**config.mk**
```make
export PLATFORM = sky130hd
export DESIGN_NAME = gpe_event_bank
export DESIGN_NICKNAME = d
export VERILOG_FILES = /design/src/rtl/gpe_bank_pkg.sv /design/src/rtl/gpe_addr_decode.sv /design/src/rtl/gpe_status_bank.sv /design/src/rtl/gpe_enable_bank.sv /design/src/rtl/gpe_event_bank.sv
export SDC_FILE = /design/constraint.sdc
export NUM_CORES = 1
export LEC_CHECK = 0
export BUFFER_PORTS_ARGS = -buffer_cell sky130_fd_sc_hd__buf_2
export CORE_ASPECT_RATIO = 0.6
export CORE_MARGIN = 5
export CORE_UTILIZATION = 42
export CTS_BUF_LIST = sky130_fd_sc_hd__clkbuf_4 sky130_fd_sc_hd__clkbuf_8
export DETAILED_ROUTE_END_ITERATION = 10
export PLACE_DENSITY = 0.72
export SYNTH_ARGS = -nofsm -noshare
export SYNTH_HDL_FRONTEND = slang
export SYNTH_SLANG_ARGS = --single-unit
export TNS_END_PERCENT = 30
```
**constraint.sdc**
```tcl
create_clock -name clk -period 2 [get_ports clk]
set_clock_uncertainty 0.15 [all_clocks]
set_input_delay 0.2 -clock clk [delete_from_list [all_inputs] [get_ports clk]]
set_output_delay 0.2 -clock clk [all_outputs]
set_load 0.01 [all_outputs]
```
**src/rtl/gpe_bank_pkg.sv**
```systemverilog
// Shared types for the event register bank.
// Assumes a byte width of 8 and at most 16 bytes per half (LEN <= 32).
package gpe_bank_pkg;
    localparam int BYTE_W = 8;
    localparam int IDX_W  = 4;

    typedef logic [BYTE_W-1:0] gpe_byte_t;
    typedef logic [IDX_W-1:0]  gpe_idx_t;

    // Which half of the window an address falls into
    typedef enum logic [1:0] {
        SEL_STATUS = 2'd0,
        SEL_ENABLE = 2'd1,
        SEL_BAD    = 2'd2
    } gpe_sel_e;
endpackage

```
**src/rtl/gpe_addr_decode.sv**
```systemverilog
// Splits the window at LEN/2 into status and enable halves and returns the
// byte index within the chosen half. Assumes LEN even, 2..32, and that ADDR_W
// is wide enough to hold LEN.
module gpe_addr_decode
    import gpe_bank_pkg::*;
#(
    parameter int LEN    = 8,
    parameter int ADDR_W = 6
) (
    input  logic [ADDR_W-1:0] addr,
    output gpe_sel_e          sel,
    output gpe_idx_t          idx
);
    localparam int              HALF   = LEN / 2;
    localparam logic [ADDR_W-1:0] HALF_A = ADDR_W'(HALF);
    localparam logic [ADDR_W-1:0] LEN_A  = ADDR_W'(LEN);

    logic [ADDR_W-1:0] offset;

    // Classify the address and compute the offset inside its half
    always_comb begin
        offset = '0;
        if (addr < HALF_A) begin
            sel    = SEL_STATUS;
            offset = addr;
        end else if (addr < LEN_A) begin
            sel    = SEL_ENABLE;
            offset = addr - HALF_A;
        end else begin
            sel = SEL_BAD;
        end
    end

    assign idx = gpe_idx_t'(offset);
endmodule

```
**src/rtl/gpe_status_bank.sv**
```systemverilog
// Status bytes with write-one-to-clear semantics. Event bits are ORed into
// byte 0 after the clear, so an event beats a same-cycle clear.
module gpe_status_bank
    import gpe_bank_pkg::*;
#(
    parameter int HALF = 4
) (
    input  logic      clk,
    input  logic      rst_n,
    input  logic      clr_en,
    input  gpe_idx_t  clr_idx,
    input  gpe_byte_t clr_mask,
    input  gpe_byte_t evt,
    output gpe_byte_t sts [HALF]
);
    for (genvar g = 0; g < HALF; g++) begin : g_byte
        logic      hit;
        gpe_byte_t set_bits;

        assign hit = clr_en && (clr_idx == gpe_idx_t'(g));

        if (g == 0) begin : g_evt
            assign set_bits = evt;
        end else begin : g_noevt
            assign set_bits = '0;
        end

        // Clear the written ones, then merge in any event bits
        always_ff @(posedge clk) begin
            if (!rst_n) sts[g] <= '0;
            else        sts[g] <= (sts[g] & ~(hit ? clr_mask : '0)) | set_bits;
        end
    end
endmodule

```
**src/rtl/gpe_enable_bank.sv**
```systemverilog
// Enable bytes: plain storage replaced by a write to its index.
module gpe_enable_bank
    import gpe_bank_pkg::*;
#(
    parameter int HALF = 4
) (
    input  logic      clk,
    input  logic      rst_n,
    input  logic      wr_en,
    input  gpe_idx_t  wr_idx,
    input  gpe_byte_t wr_data,
    output gpe_byte_t en [HALF]
);
    for (genvar g = 0; g < HALF; g++) begin : g_byte
        // Load the byte when its index is written
        always_ff @(posedge clk) begin
            if (!rst_n)                                    en[g] <= '0;
            else if (wr_en && (wr_idx == gpe_idx_t'(g)))   en[g] <= wr_data;
        end
    end
endmodule

```
**src/rtl/gpe_event_bank.sv**
```systemverilog
// Top of the event register bank: decode, status and enable storage,
// combinational read mux, out-of-range flag and interrupt output.
// Assumes LEN even in 2..32; reads have no side effect.
module gpe_event_bank
    import gpe_bank_pkg::*;
#(
    parameter int LEN    = 8,
    parameter int ADDR_W = 6
) (
    input  logic              clk,
    input  logic              rst_n,
    input  logic              wr_en,
    input  logic              rd_en,
    input  logic [ADDR_W-1:0] addr,
    input  logic [7:0]        wdata,
    output logic [7:0]        rdata,
    output logic              err,
    input  logic [7:0]        evt,
    output logic              sci
);
    localparam int HALF = LEN / 2;

    gpe_sel_e  sel;
    gpe_idx_t  idx;
    gpe_byte_t sts_arr [HALF];
    gpe_byte_t en_arr  [HALF];
    logic      sts_wr;
    logic      en_wr;
    logic      err_q;

    gpe_addr_decode #(.LEN(LEN), .ADDR_W(ADDR_W)) u_dec (
        .addr (addr),
        .sel  (sel),
        .idx  (idx)
    );

    assign sts_wr = wr_en && (sel == SEL_STATUS);
    assign en_wr  = wr_en && (sel == SEL_ENABLE);

    gpe_status_bank #(.HALF(HALF)) u_sts (
        .clk      (clk),
        .rst_n    (rst_n),
        .clr_en   (sts_wr),
        .clr_idx  (idx),
        .clr_mask (wdata),
        .evt      (evt),
        .sts      (sts_arr)
    );

    gpe_enable_bank #(.HALF(HALF)) u_en (
        .clk     (clk),
        .rst_n   (rst_n),
        .wr_en   (en_wr),
        .wr_idx  (idx),
        .wr_data (wdata),
        .en      (en_arr)
    );

    // Select the addressed byte; zero when out of range
    always_comb begin
        rdata = '0;
        for (int i = 0; i < HALF; i++) begin
            if (idx == gpe_idx_t'(i)) begin
                if (sel == SEL_STATUS) rdata = sts_arr[i];
                if (sel == SEL_ENABLE) rdata = en_arr[i];
            end
        end
    end

    // Flag an out-of-range access for the following cycle
    always_ff @(posedge clk) begin
        if (!rst_n) err_q <= 1'b0;
        else        err_q <= (wr_en || rd_en) && (sel == SEL_BAD);
    end

    assign err = err_q;
    assign sci = |(sts_arr[0] & en_arr[0]);
endmodule

```
## Word level (Yosys, flattened, before mapping)

Index checks and enable logic that the tools add are counted.

- Register bits: 65
- Bits of input ports: 26
- Logic and storage cells: 62

- Add/subtract/negate cells: 1
- Magnitude comparators: 2
- Eq/ne operators: 5
- Multiplexer cells: 20
- Bitwise logic cells: 10
- Reductions and logical operators: 15

Operators by type and width:

| cell | number |
|---|---|
| 2-to-1 mux 8 bit | 16 |
| bitwise AND 8 bit | 5 |
| inverter 8 bit | 4 |
| logical AND 1 bit | 11 |
| == test 4 x 2 -> 1 bit (second input constant) | 2 |
| 2-to-1 mux 4 bit | 2 |
| bitwise OR 8 bit | 1 |
| OR reduction 8 bit | 1 |
| less-than comparator 6 x 3 -> 1 bit (second input constant) | 1 |
| less-than comparator 6 x 4 -> 1 bit (second input constant) | 1 |
| == test 4 x 1 -> 1 bit (second input constant) | 1 |
| logical NOT 4 bit | 1 |
| 2-to-1 mux 2 bit | 2 |
| subtractor 4 x 3 -> 4 bit (second input constant) | 1 |
| == test 2 x 1 -> 1 bit (second input constant) | 1 |
| == test 2 bit (second input constant) | 1 |
| logical NOT 2 bit | 1 |
| logical OR 1 bit | 1 |

## Depth between registers and ports, before layout

Gate-level depths: netlist (run 1).

- Word-level depth: 16
- Gate-level depth with buffers: 10

## Modules after synthesis

A second synthesis (run 1) with hierarchy kept.

- Cell total of the unflattened synthesis: 326
- Area, all modules: 3141.8 µm²

By module, submodules not included:

| module | instances | cells an instance | area an instance (µm²) |
|---|---|---|---|
| gpe_enable_bank | 1 | 116 | 1209.9 |
| gpe_status_bank | 1 | 116 | 1112.3 |
| gpe_event_bank | 1 | 80 | 728.2 |
| gpe_addr_decode | 1 | 14 | 91.3 |

## Least setup slack after synthesis (run 1)

No wires, ideal clock.

- Path type: input port to output port
- From: input addr[3]
- To: output rdata[1]
- Data arrival time: 1898 ps
- Data required time: 1650 ps
- Path slack: -248 ps
- Stages on the path: 10
- Path buffers: 4
- Cells stage by stage: buf_2 inv_1 ha_1 buf_2 nor2b_2 or4_1 buf_2 buf_6 o22a_1 a21oi_1

- Longest elaborated chain between the ends: 16

RTL lines:

| element | RTL line | source |
|---|---|---|
| start, declared | gpe_event_bank.sv:14 | `input logic [ADDR_W-1:0] addr,` |
| less-than comparator 6 x 4 -> 1 bit | gpe_addr_decode.sv:26 | `end else if (addr < LEN_A) begin` |
| 2-to-1 mux 2 bit | gpe_addr_decode.sv:26 |  |
| 2-to-1 mux 2 bit | gpe_addr_decode.sv:23 | `if (addr < HALF_A) begin` |
| logical NOT 2 bit | gpe_event_bank.sv:64 | `if (sel == SEL_STATUS) rdata = sts_arr[i];` |
| 2-to-1 mux 8 bit | gpe_event_bank.sv:64 |  |
| 2-to-1 mux 8 bit | gpe_event_bank.sv:65 | `if (sel == SEL_ENABLE) rdata = en_arr[i];` |
| 2-to-1 mux 8 bit | gpe_event_bank.sv:63 | `if (idx == gpe_idx_t'(i)) begin` |
| 2-to-1 mux 8 bit | gpe_event_bank.sv:64 |  |
| 2-to-1 mux 8 bit | gpe_event_bank.sv:65 |  |
| 2-to-1 mux 8 bit | gpe_event_bank.sv:63 |  |
| 2-to-1 mux 8 bit | gpe_event_bank.sv:64 |  |
| 2-to-1 mux 8 bit | gpe_event_bank.sv:65 |  |
| 2-to-1 mux 8 bit | gpe_event_bank.sv:63 |  |
| 2-to-1 mux 8 bit | gpe_event_bank.sv:64 |  |
| 2-to-1 mux 8 bit | gpe_event_bank.sv:65 |  |
| 2-to-1 mux 8 bit (*) | gpe_event_bank.sv:63 |  |
| end, declared | gpe_event_bank.sv:16 | `output logic [7:0] rdata,` |

Mark *: on every way between the ends. The rest lies on a longest branch, timed or not.

## Worst setup path after layout (run 1)

- From: input addr[4]
- To: output rdata[7]

The elaborated chain is that of the path after synthesis.

==> results.tsv, run 1 <==
stage	metric	value	unit
status	outcome	finished, violations left	
status	failing checks	setup timing	
critical_path	CP startpoint kind	primary input	
sta	Least-Margin Pin Slew	490	ps
die	die width	122	microns
die	total core area	7330	sq um
sta	ratio of final minimum period to clock period	103	%
placement	Detailed Place HPWL	7030	microns
logic_synthesis	mapped cell area	3190	sq um
logic_synthesis	post-synthesis async set-or-reset flop share	0	%
clock_tree	later-pin clock latency in the skew report	350	ps
routing	WL/cell	17.7	microns
sta	endpoints failing hold	0	
clock_tree	Worst-path clk slew	70	ps
clock_tree	CTS Buf Count	9	
sta	RSZ-0062 raised after global routing	true	
finish	Layout area overhead	33.7	%
finish	# diodes	0	
finish	fraction of layout instances using a drive strength above 1	28.4	%
power_and_ir_drop	Max rail drop VDD	0.514	mV
logic_synthesis	Yosys Warn Count	0	
global_route	largest net degree at the start of global routing	28	
critical_path	critical path type	primary input to output port	
global_route	initial antenna violation count	0	
die	Die Ht	77.5	microns
finish	Post-Layout Cell Count	565	
clock_tree	CTS tree	yes	
die	FP Rows	24	
placement	DP Worst Slack	-177	ps
power_and_ir_drop	pwr dens	628	nW/um^2
logic_synthesis	EDFF count, synth	0	
power_and_ir_drop	Leak	1.68	nW
logic_synthesis	Mapped Cells	372	
flow_run	maximum capacitance violations	0	
min_path	HP Start	wdata[4]	
clock_tree	root buffer cell	clkbuf_8	
sta	final worst-path setup slack	-58.4	ps
finish	Layout Nets	483	
placement	PortBufs	35	
routing	DR iter-0 viols	307	
min_path	hold depth	2	
critical_path	crit end category	output port	
global_route	first-pass GRT wire length	15900	microns
critical_path	WP data arrival	1710	ps
placement	placed insts	529	
die	Die ar.	9490	sq um
critical_path	critical path launch point	addr[4]	
global_route	vias in the first global route	3072	
routing	final WL	10000	microns
critical_path	reg2reg path depth	2	
clock_tree	Max clock buf depth	2	
sta	slew margin rel.	67.4	%
routing	Post-DRT Antenna Nets	0	
global_route	total track usage	21.9	%
critical_path	Reg2Reg Launch Point	u_sts.sts[24]$_SDFF_PN0_	
critical_path	Crit path required time	1650	ps
routing	via/cell ratio	5.73	
placement	gpl congestion	0.915	
logic_synthesis	register area share after synthesis	40.8	%
sta	maximum clock frequency	0.486	GHz
clock_tree	H-Tree Level Count	3	
finish	fin util	58.1	%
logic_synthesis	Syn Area/Cell	8.57	sq um
routing	Detailed Routing Iterations Pass 1	6	
routing	DR vias	3240	
clock_tree	TritonCTS sink count	65	
min_path	worst min path class	primary input to flop	
critical_path	CP Max Fanout	5	
logic_synthesis	synthesized flop and latch total	65	
die	Initial Util	43.5	%
logic_synthesis	synth unique cells	45	
routing	DRC	0	
logic_synthesis	Main synth FF type	dfxtp_1	
sta	Slew Limit Fails	0	
global_route	grt total ovfl	0	
sta	endpoints failing setup	7	
sta	Tmin final	2060	ps
die	IO Count	36	
logic_synthesis	post-synth net total	399	
[routing by layer]
| layer | part of all wire [%] | GRT usage [%] |
|---|---|---|
| met2 | 42 | 31.5 |
| met1 | 48 | 31.1 |
| met4 | 0.79 | 4.25 |
| met3 | 9.4 | 8.58 |
| met5 | 0 | 0 |
[power by group]
group	internal, mW	switching, mW
Clock	0.511	0.505
Sequential	1.31	0.0122
Combinational	0.150	0.190
[flip-flops by register name (all words and copies together) (netlist names)]
name       cells
err            1
u_sts.sts     32
u_en.en       32
[worst max-delay path: stages]
cell and delay, ps:
buf_6 90, or2_4 240, or4_4 510, buf_6 160
o22a_1 170, a21oi_2 170, buf_2 160
[logic make-up (layout without fill, tap and decap cells)]
kind of cell,count (synthesis),count (layout),synth area share [%]
muxes,26,26,8.24
DFF,65,65,40.8
adders and majority gates,1,1,0.393
and+or+nand+nor,123,123,22.3
buffers and inverters,37,126,5.10
AOI/OAI and AO/OA,120,120,23.1
[final cells by class]
type,instances,area [sq um]
timing repair buffer,98,800
multi-input combinational,270,1800
fill,682,3070
tap,104,130
sequential,65,1300
inverter,12,52.6
clock inverter,4,28.8
clock buffer,12,153
[cell usage in the layout, fill, tap and decap left out, types with 2 or more instances in the layout]
cell	count
inv_1	10
nor3_2	3
buf_6	5
mux2i_1	24
nand3_1	18
o21ai_0	18
o22a_1	5
clkbuf_8	10
nor3b_2	2
buf_12	5
a211o_1	6
a21boi_0	6
a22oi_1	4
mux2_2	2
a21o_1	4
a31oi_1	13
nor3_4	2
buf_4	37
dlygate4sd3_1	16
nand4_1	2
a21boi_1	2
nand2_1	49
nor3b_1	19
clkinvlp_4	2
nor2_2	2
nor3_1	2
buf_2	33
clkbuf_4	2
a21oi_2	7
dfxtp_1	65
a21oi_1	47
nor2b_1	8
nor2_1	7
[path summary, 6_finish.rpt]
kind,end,slack [ps]
max reg2reg,u_sts.sts[24]$_SDFF_PN0_,1080
max,rdata[7],-60
min reg2reg,u_sts.sts[13]$_SDFF_PN0_,290
min,u_sts.sts[20]$_SDFF_PN0_,50
[cells in the mapped netlist (all sizes together), types with 5 or more instances]
cell,number,area [sq um]
a21boi,8,60.1
inv,12,45.0
nor3,7,72.6
nand3,19,108
mux2i,24,240
nor2b,9,58.8
nor3b,21,163
buf,9,57.6
o21ai,18,90.1
a22oi,5,37.5
nand2,49,184
a31oi,13,81.3
nor2,9,38.8
o22a,5,43.8
a211o,6,52.6
a21oi,54,270
dfxtp,65,1300
clkbuf,16,60.1
[per-stage QoR]
stage / setup TNS [ps] / cell area, sq um / power [mW] / hold slack, ps
floorplan: -604 / 3260 / 1.50 / 137
global route: -584 / 4260 / 2.80 / 16.6
global placement: -1270 / 3810 / 1.63 / 268
finish: -233 / 4260 / 2.67 / 46.7
CTS: -215 / 4210 / 2.70 / 4.96
detailed placement: -3060 / 3810 / 1.64 / 268
[what timing repair did]
action	in CTS	in global routing
cloned	1	1
hold buffers	16	0
resized for setup	12	6
endpoints found under the setup margin	8	8
pin swaps	6	1
endpoints found under the hold margin	30	0
buffers inserted	2	0
(Power assumes the default switching activity.)
==> run 2, diff against run 1 <==
--- a/config.mk
+++ b/config.mk
@@ -14,5 +14,6 @@
 export PLACE_DENSITY = 0.72
 export SYNTH_ARGS = -nofsm -noshare
 export SYNTH_HDL_FRONTEND = slang
+export SYNTH_HIERARCHICAL = 1
 export SYNTH_SLANG_ARGS = --single-unit
 export TNS_END_PERCENT = 30
==> results.tsv, run 2 <==
stage	metric	value	unit	change
status	outcome	finished, violations left		unchanged
status	failing checks	setup timing		unchanged
sta	maximum clock frequency	0.452	GHz	was 0.486 GHz
global_route	GR Util met3	7.72	%	was 8.58%
finish	Layout Nets	435		was 483
sta	slew margin rel.	58.4	%	was 67.4%
sta	Slew Limit Fails	0		unchanged
logic_synthesis	register area share after synthesis	41.4	%	was 40.8%
sta	RSZ-0062 raised after global routing	true		unchanged
placement	Detailed Place HPWL	6470	microns	was 7030 microns
logic_synthesis	Mapped Cells	326		was 372
routing	DR vias	2807		was 3,240
die	Die ar.	9370	sq um	was 9490 sq um
die	IO Count	36		unchanged
critical_path	CP Max Fanout	8		was 5
finish	sequential cell area	1300	sq um	unchanged
logic_synthesis	EDFF count, synth	0		unchanged
power_and_ir_drop	Logic pwr share	13.1	%	was 12.7%
global_route	first-pass GRT wire length	14600	microns	was 15,900 microns
clock_tree	Worst-path clk slew	70	ps	about the same
sta	Tmin final	2210	ps	was 2060 ps
power_and_ir_drop	Leak	1.68	nW	about the same
logic_synthesis	Yosys top cell by area	dfxtp_1		unchanged
logic_synthesis	post-synth top area share	41.4	%	was 40.8%
sta	final worst-path setup slack	-212	ps	was -58.4 ps
die	Initial Util	43.2	%	was 43.5%
logic_synthesis	synthesized flop and latch total	65		unchanged
critical_path	crit end category	output port		unchanged
global_route	largest net degree at the start of global routing	36		was 28
clock_tree	later-pin clock latency in the skew report	350	ps	about the same
power_and_ir_drop	NetSw	682	uW	was 707 uW
global_route	GRT busiest layer	met1		was met2
clock_tree	CTS Buf Count	9		unchanged
logic_synthesis	post-synthesis async set-or-reset flop share	0	%	unchanged
sta	setup tns final	-1310	ps	was -233 ps
global_route	M2 GR Usage	29.0	%	was 31.5%
logic_synthesis	commonest cells in the netlist	nand2_1, dfxtp_1, mux2i_1		was dfxtp_1, a21oi_1, nand2_1
clock_tree	root buffer cell	clkbuf_8		unchanged
finish	fill count	623		was 682
logic_synthesis	Yosys Warn Count	6		was 0
routing	final WL	9020	microns	was 10,000 microns
finish	leading cell type in the layout, fill and taps excluded	nand2_1		was dfxtp_1
placement	gpl congestion	0.854		was 0.915
power_and_ir_drop	clock share of power	38.3	%	was 38.0%
routing	DRC	0		unchanged
die	Die Ht	77.0	microns	was 77.5 microns
clock_tree	H-Tree Level Count	3		unchanged
global_route	initial antenna violation count	0		unchanged
logic_synthesis	Syn Area/Cell	9.64	sq um	was 8.57 sq um
finish	Layout area overhead	36.2	%	was 33.7%
critical_path	WP data arrival	1860	ps	was 1710 ps
logic_synthesis	mapped cell area	3140	sq um	was 3190 sq um
sta	endpoints failing setup	8		was 7
die	die width	122	microns	about the same
flow_run	maximum capacitance violations	0		unchanged
power_and_ir_drop	internal power	2.04	mW	was 1.97 mW
power_and_ir_drop	share of power burned in registers	48.6	%	was 49.4%
critical_path	Crit path required time	1650	ps	about the same
routing	via/cell ratio	5.44		was 5.73
global_route	total track usage	20.3	%	was 21.9%
power_and_ir_drop	Pwr Total	2.72	mW	was 2.67 mW
finish	fraction of layout instances using a drive strength above 1	29.4	%	was 28.4%
clock_tree	TritonCTS sink count	65		unchanged
sta	ratio of final minimum period to clock period	111	%	was 103%
sta	Least-Margin Pin Slew	624	ps	was 490 ps
routing	WL/cell	17.5	microns	was 17.7 microns
sta	endpoints failing hold	0		unchanged
logic_synthesis	cell with the most instances after synthesis	nand2_1		was dfxtp_1
finish	commonest cells after routing, fill and taps aside	nand2_1, dfxtp_1, mux2i_1		was dfxtp_1, nand2_1, a21oi_1
critical_path	critical path type	primary input to output port		unchanged
logic_synthesis	synth unique cells	35		was 45
routing	DR iter-0 viols	156		was 307
clock_tree	Max clock buf depth	2		unchanged
clock_tree	CTS tree	yes		unchanged
die	total core area	7270	sq um	was 7330 sq um
placement	DP Worst Slack	-356	ps	was -177 ps
global_route	vias in the first global route	2729		was 3,072
critical_path	CP startpoint kind	primary input		unchanged
min_path	worst min path class	primary input to flop		unchanged
placement	PortBufs	35		unchanged
power_and_ir_drop	switching share of total power	25.0	%	was 26.4%
finish	# diodes	0		unchanged
finish	multi-input logic area	1800	sq um	about the same
power_and_ir_drop	pwr dens	636	nW/um^2	was 628 nW/um^2
logic_synthesis	post-synth net total	353		was 399
logic_synthesis	Main synth FF type	dfxtp_1		unchanged
global_route	grt total ovfl	0		unchanged
power_and_ir_drop	Max rail drop VDD	0.368	mV	was 0.514 mV
global_route	met1 Use GR	29.3	%	was 31.1%
routing	Post-DRT Antenna Nets	0		unchanged
logic_synthesis	top cells by area, synth	dfxtp_1, mux2i_1, nand2_1		was dfxtp_1, a21oi_1, mux2i_1
die	FP Rows	24		unchanged
routing	Detailed Routing Iterations Pass 1	4		was 6
-- run 2: cell types whose count changed in the layout (fill, tap and decap cells not counted), sizes merged, moves of 5 or more --
cell    before  now
a21oi       54    8
mux2i       24   64
nand2       49   68
nand3       19    0
a22o         0   16
nor3b       21    9
a31oi       13   24
o21ai       18    8
inv         12    3
a21boi       8    0
a211o        6    0
nor2         9    3
nor2b        9    3
o22a         5    0
-- run 2: critical path, cell delays in order --
cell and delay, ps:
buf_12 110, inv_12 40, ha_4 150, nor2b_4 60
nor4b_4 220, buf_6 160, buf_12 140, buf_12 110
mux2i_1 70, a22o_1 230, nor3_4 210, buf_2 160
-- run 2: timing repair --
action,4_1_cts,5_1_grt
gates resized for setup,12,6
endpoints found under the setup margin,8,12
pin swaps,7,4
endpoints found under the hold margin,30,0
hold buffers,17,0
cloned,1,0
buffers inserted,4,1
-- run 2: through the flow --
step / instances / utilization [%] / hold slack, ps / area, sq um
3_5_place_dp: 479 / 52.0 / 274 / 3780
4_1_cts: 515 / 58.4 / 4.40 / 4240
6_report: 516 / 58.9 / 17.4 / 4280
2_1_floorplan: 326 / - / 148 / 3240
3_3_place_gp: 479 / 52.0 / 268 / 3780
5_1_grt: 516 / 58.9 / 9.15 / 4280
-- run 2: per-layer routing --
| metal | routed length, microns | up-vias |
|---|---|---|
| li1 | - | 1350 |
| met1 | 4120 | 1359 |
| met2 | 3870 | 93 |
| met3 | 968 | 5 |
| met4 | 55 | 0 |
| met5 | 0 | - |
-- run 2: cell type report --
type,count,share of cell area (%)
Sequential cell,65,30.4
Inverter,3,0.673
Tap cell,104,3.04
Multi-Input combinational cell,235,42.0
Clock buffer,13,4.04
Clock inverter,2,0.292
Timing Repair Buffer,94,19.5
-- run 2: path summary, 6_finish.rpt --
path / start / to / slack (ps) / cells past startpoint
setup / recovery: addr[3] / rdata[4] / -210 / 12
hold / removal: wdata[1] / u_sts/sts[9]$_SDFF_PN0_ / 20 / 2
setup reg to reg: u_sts/sts[26]$_SDFF_PN0_ / u_sts/sts[26]$_SDFF_PN0_ / 1110 / 2
hold reg to reg: u_sts/sts[9]$_SDFF_PN0_ / u_sts/sts[9]$_SDFF_PN0_ / 280 / 2
-- run 2: power by group through the flow --
stage	Combinational (mW)	Sequential [mW]	Clock, mW
after floorplan	0.166	1.35	0
after global placement	0.294	1.35	0
after detailed placement	0.301	1.35	0
after CTS	0.348	1.32	1.06
after global routing	0.385	1.32	1.13
final	0.357	1.32	1.04
-- run 2: logic make-up (layout without fill, tap and decap cells) --
| family | Yosys count | count (layout) | synth area share [%] |
|---|---|---|---|
| buf+inv | 26 | 112 | 5.50 |
| flops | 65 | 65 | 41.4 |
| fa+ha+maj | 1 | 1 | 0.398 |
| mux | 64 | 64 | 20.4 |
| compound gates | 62 | 62 | 13.2 |
| simple gates | 108 | 108 | 19.1 |
